--- config.mk ---
export PLATFORM = sky130hd
export DESIGN_NAME = bit_deposit_unit
export DESIGN_NICKNAME = d
export VERILOG_FILES = /design/src/rtl/bdep_pkg.sv /design/src/rtl/bdep_decode.sv /design/src/rtl/bdep_keep.sv /design/src/rtl/bdep_walker.sv /design/src/rtl/bit_deposit_unit.sv
export SDC_FILE = /design/constraint.sdc
export NUM_CORES = 1
export LEC_CHECK = 0
export ABC_AREA = 1
export BUFFER_PORTS_ARGS = -buffer_cell sky130_fd_sc_hd__buf_2
export CORE_MARGIN = 5
export CORE_UTILIZATION = 45
export DETAILED_ROUTE_END_ITERATION = 7
export PLACE_DENSITY_LB_ADDON = 0.15
export SLEW_MARGIN = 10
export SYNTH_ARGS = -nofsm -noshare
export SYNTH_HDL_FRONTEND = slang
export SYNTH_HIERARCHICAL = 1
export SYNTH_SLANG_ARGS = --single-unit
--- constraint.sdc ---
create_clock -name clk -period 4.38 [get_ports clk]
set_input_delay 0.876 -clock clk [delete_from_list [all_inputs] [get_ports clk]]
set_output_delay 0.876 -clock clk [all_outputs]
set_load 0.05 [all_outputs]
--- src/rtl/bdep_pkg.sv ---
package bdep_pkg;
  typedef struct packed {
    logic illegal;
    logic wide;
  } bdep_ctl_t;

  typedef enum logic {
    WALK_IDLE = 1'b0,
    WALK_RUN  = 1'b1
  } walk_st_e;
endpackage

--- src/rtl/bdep_decode.sv ---
module bdep_decode
  import bdep_pkg::*;
#(
  parameter int LENW = 1
) (
  input  logic            wide_sel_i,
  input  logic            long_mode_i,
  input  logic            legacy_mode_i,
  input  logic [LENW-1:0] len_field_i,
  output bdep_ctl_t       ctl_o
);
  always_comb begin
    ctl_o.illegal = legacy_mode_i | (|len_field_i);
    ctl_o.wide    = long_mode_i & wide_sel_i;
  end
endmodule

--- src/rtl/bdep_keep.sv ---
module bdep_keep #(
  parameter int XLEN   = 64,
  parameter int NARROW = 32
) (
  input  logic            wide_i,
  output logic [XLEN-1:0] keep_o
);
  for (genvar g = 0; g < XLEN; g++) begin : g_bit
    if (g < NARROW) begin : g_low
      assign keep_o[g] = 1'b1;
    end else begin : g_high
      assign keep_o[g] = wide_i;
    end
  end
endmodule

--- src/rtl/bdep_walker.sv ---
module bdep_walker
  import bdep_pkg::*;
#(
  parameter int XLEN = 64
) (
  input  logic            clk,
  input  logic            rst_n,
  input  logic            load_i,
  input  logic [XLEN-1:0] src_i,
  input  logic [XLEN-1:0] mask_i,
  output logic            busy_o,
  output logic            fin_o,
  output logic [XLEN-1:0] res_o
);
  localparam int PW = $clog2(XLEN);

  walk_st_e        st;
  logic [XLEN-1:0] mask_sh, src_sh, acc;
  logic [XLEN-1:0] mask_nx, acc_nx;
  logic [PW-1:0]   pos;

  always_comb begin
    mask_nx = mask_sh >> 1;
    acc_nx  = acc;
    if (st == WALK_RUN && mask_sh[0]) acc_nx[pos] = src_sh[0];
    fin_o = (st == WALK_RUN && mask_nx == '0) ||
            (st == WALK_IDLE && load_i && mask_i == '0);
    res_o  = (st == WALK_RUN) ? acc_nx : '0;
    busy_o = (st == WALK_RUN);
  end

  always_ff @(posedge clk) begin
    if (!rst_n) begin
      st      <= WALK_IDLE;
      mask_sh <= '0;
      src_sh  <= '0;
      acc     <= '0;
      pos     <= '0;
    end else begin
      case (st)
        WALK_IDLE: begin
          if (load_i && mask_i != '0) begin
            st      <= WALK_RUN;
            mask_sh <= mask_i;
            src_sh  <= src_i;
            acc     <= '0;
            pos     <= '0;
          end
        end
        WALK_RUN: begin
          if (mask_sh[0]) src_sh <= src_sh >> 1;
          mask_sh <= mask_nx;
          acc     <= acc_nx;
          pos     <= pos + PW'(1);
          if (mask_nx == '0) st <= WALK_IDLE;
        end
        default: st <= WALK_IDLE;
      endcase
    end
  end
endmodule

--- src/rtl/bit_deposit_unit.sv ---
module bit_deposit_unit
  import bdep_pkg::*;
#(
  parameter int XLEN   = 64,
  parameter int NARROW = 32,
  parameter int LENW   = 1
) (
  input  logic            clk,
  input  logic            rst_n,
  input  logic            req_valid_i,
  output logic            req_ready_o,
  input  logic [XLEN-1:0] src_i,
  input  logic [XLEN-1:0] mask_i,
  input  logic            wide_sel_i,
  input  logic            long_mode_i,
  input  logic            legacy_mode_i,
  input  logic [LENW-1:0] len_field_i,
  output logic [XLEN-1:0] dest_o,
  output logic            done_o,
  output logic            illegal_o
);
  bdep_ctl_t       ctl;
  logic [XLEN-1:0] keep, res;
  logic            busy, fin, take, load;

  bdep_decode #(.LENW(LENW)) u_dec (
    .wide_sel_i   (wide_sel_i),
    .long_mode_i  (long_mode_i),
    .legacy_mode_i(legacy_mode_i),
    .len_field_i  (len_field_i),
    .ctl_o        (ctl)
  );

  bdep_keep #(.XLEN(XLEN), .NARROW(NARROW)) u_keep (
    .wide_i(ctl.wide),
    .keep_o(keep)
  );

  assign req_ready_o = !busy;
  assign take        = req_valid_i && req_ready_o;
  assign load        = take && !ctl.illegal;

  bdep_walker #(.XLEN(XLEN)) u_walk (
    .clk   (clk),
    .rst_n (rst_n),
    .load_i(load),
    .src_i (src_i & keep),
    .mask_i(mask_i & keep),
    .busy_o(busy),
    .fin_o (fin),
    .res_o (res)
  );

  always_ff @(posedge clk) begin
    if (!rst_n) begin
      done_o    <= 1'b0;
      illegal_o <= 1'b0;
      dest_o    <= '0;
    end else begin
      done_o <= 1'b0;
      if (take && ctl.illegal) begin
        done_o    <= 1'b1;
        illegal_o <= 1'b1;
        dest_o    <= '0;
      end else if (fin) begin
        done_o    <= 1'b1;
        illegal_o <= 1'b0;
        dest_o    <= res;
      end
    end
  end
endmodule

==> flow_summary.toml <==
[timing]
finalHoldViolCount = 0
maxSlewViolCount = 0
fmax_mhz = 306
maxSlewHeadroom_pct = 19.9
layout_min_cycle_time_ns = 3.27
setup_viol = 0
setup_tns_ns = 0
worst_pin_slew_ns = 1.19
skew_ns = 0.0163
fin_crit_sh_pct = 74.6
rsz0062_at_grt = "no"

[setup_path]
rr_endpoint = "dest_o[26]"
worstSetupStartpointType = "primary input"
cp.required_ns = 4.85
crit_fanout = 129
crit_type = "in2reg"
r2r_start = "u_walk/busy_o"
reg2reg_depth = 11
worst_setup_path_end_kind = "flop"
rrSetupSlack_ns = 1.22
critPathLaunch = "long_mode_i"
worst-endpoint-arrival_ns = 3.74

[pwr]
comb_power_share_pct = 11.2
internal_power_mw = 4.08
finalPower_mw = 5.56
leakagePower_nw = 9.37
p_switching_mw = 1.48
p_clk_share_pct = 43.8
power_density_nw_per_um2 = 325
p_sw_share_pct = 26.6
vdd.ir_drop.worst_uv = 334
pwr-share-seq_pct = 45.1

[drt]
drt_first_pass_iters = 5
detail_route.wl_per_cell_microns = 13.7
drt_iter0_drc = 971
postRouteAntennaNets = 0
via_count = 15155
vias_per_cell = 4.87
route.detailed.drc = 0
drt-total-wl_microns = 42500

[logic_synthesis]
yosysSeqAreaShare_pct = 34.4
syn_area_sq_um = 15400
yosysTopAreaCellShare_pct = 34.4
syn_inst = 2579
synthTopCellsByArea = "dfxtp_1 34%, nand2_1 16%, inv_1 11%"
ys_warn_count = 6
yosysUniqueCellTypes = 34
synth-seq-cells = 265
synth.largest_area_cell = "dfxtp_1"
avgSynthCellArea_sq_um = 5.98

[cells_and_area]
final_util_pct = 50.7
postLayoutCellArea_sq_um = 17100
final_common_cell = "nand2_1"
fin_cells = 3112
area_delta_synth_final_pct = 10.9
drive_above_1_share_pct = 10.9
mostFrequentLayoutCells = "660 x nand2_1, 432 x inv_1, 343 x nor2_1, 264 x dfxtp_1, 255 x nand3_1"
fin_nets = 2777

[grt]
grt_use_total_pct = 21.4
grt_max_degree = 132
grt_antenna_before_repair = 2
grt_overflow = 0
grt_pass1_wl_microns = 70400
grt_pass1_vias = 14151

[placement]
numPortBuffers = 201
place_area_sq_um = 16100
dp.cells = 3056
hpwl_microns = 27800
place_congestion = 0.839

[cts]
numCtsBuffers = 31
clkTransAtPathRegs_ns = 0.06
post_cts_buffers = 0
cts_root_buf = "clkbuf_16"
postCtsResizedCells = 0
cts_tree = "built"
clockBufferDepth = 3
h-tree-depth = 1
hold_buffers = 0
clk_latency_ns = 0.55
clock-sinks = 265

[floorplanning]
die_area_sq_um = 38100
dieHeight_microns = 195
row_count = 67
start_util_pct = 45.7
core_area_sq_um = 33700
ioPinCount = 202
die_width_microns = 195

[worst_hold_path]
hold_end = "illegal_o"
min_path_type = "reg2reg"
min_path_cells = 2
hp-start = "illegal_o"

[outcome]
status = "finished clean"

[job]
drv_cap = 0
==> cells by family after synthesis <==
family	count (synthesis)	synth area share, %
other	1	0.0243
adders and majority gates	1	0.0811
and+or+nand+nor	1305	34.8
AOI/OAI and AO/OA	343	11.8
buffers and inverters	664	18.9
DFF	265	34.4
==> metal layers <==
layer  share of wire, %  global-route usage (%)
met5                  0                       0
met4                1.6                    4.53
met3                5.1                    2.55
met2                 47                    36.4
met1                 46                    29.5
==> area by class of cell <==
type / instances / area [sq um]
Antenna cell: 2 / 5.00
Clock inverter: 6 / 30.0
Clock buffer: 48 / 920
Fill cell: 3625 / 16600
Tap cell: 448 / 561
Inverter: 440 / 1660
Sequential cell: 265 / 5310
Timing Repair Buffer: 222 / 1250
Multi-Input combinational cell: 1681 / 7360
==> power by group through the flow <==
stage	combinational (mW)	clock, mW	sequential (mW)
after floorplan	0.483	0	2.54
after CTS	0.622	2.50	2.51
after global routing	0.707	2.60	2.51
after global placement	0.614	0	2.56
after detailed placement	0.620	0	2.56
final	0.622	2.43	2.51
==> stage by stage <==
stage / hold slack (ns) / setup slack [ns]
finish: 0.463 / 1.11
global route: 0.480 / 0.771
CTS: 0.462 / 1.15
detailed placement: 0.454 / 0.590
global placement: 0.455 / 0.633
floorplan: 0.457 / 1.49
==> cell usage after synthesis, drive strengths merged <==
cell type,instances
a21o,24
a21oi,228
a22o,1
and3,1
buf,162
clkbuf,62
clkinv,2
conb,1
dfxtp,265
ha,1
inv,438
nand2,665
nand3,257
nand3b,2
nand4,4
nor2,345
nor3,24
nor3b,1
nor4,6
o2111ai,1
o211ai,13
o21ai,75
o22ai,1
==> critical path, cell delays in order <==
cell,delay (ns)
buf_2,0.09
nand2_1,0.06
clkinv_1,0.31
buf_12,0.30
buf_12,0.15
nand2_1,0.06
inv_1,0.05
nor2_1,0.13
nand2_1,0.07
nor2_1,0.10
nand2_1,0.05
nor2_1,0.09
nand2_1,0.22
o22ai_4,0.27
buf_12,0.36
nand2_1,0.14
inv_1,0.09
nor2_1,0.04
nor2_1,0.09
==> how the worst max path moves through the flow <==
stage / endpoint / slack [ns] / cells past startpoint
after global routing: dest_o[52] / 0.77 / 19
after floorplan: dest_o[42] / 1.49 / 17
after detailed placement: dest_o[56] / 0.59 / 18
after global placement: dest_o[16] / 0.63 / 18
final: dest_o[49] / 1.11 / 19
after CTS: dest_o[14] / 1.15 / 18
==> sequential cells by signal, indices dropped and copies added, names as in the netlist <==
name,cells
u_walk/acc,64
illegal_o,1
dest_o,64
done_o,1
u_walk/mask_sh,64
u_walk/src_sh,64
u_walk/busy_o,1
u_walk/pos,6
Power figures use the tool's default switching activity.
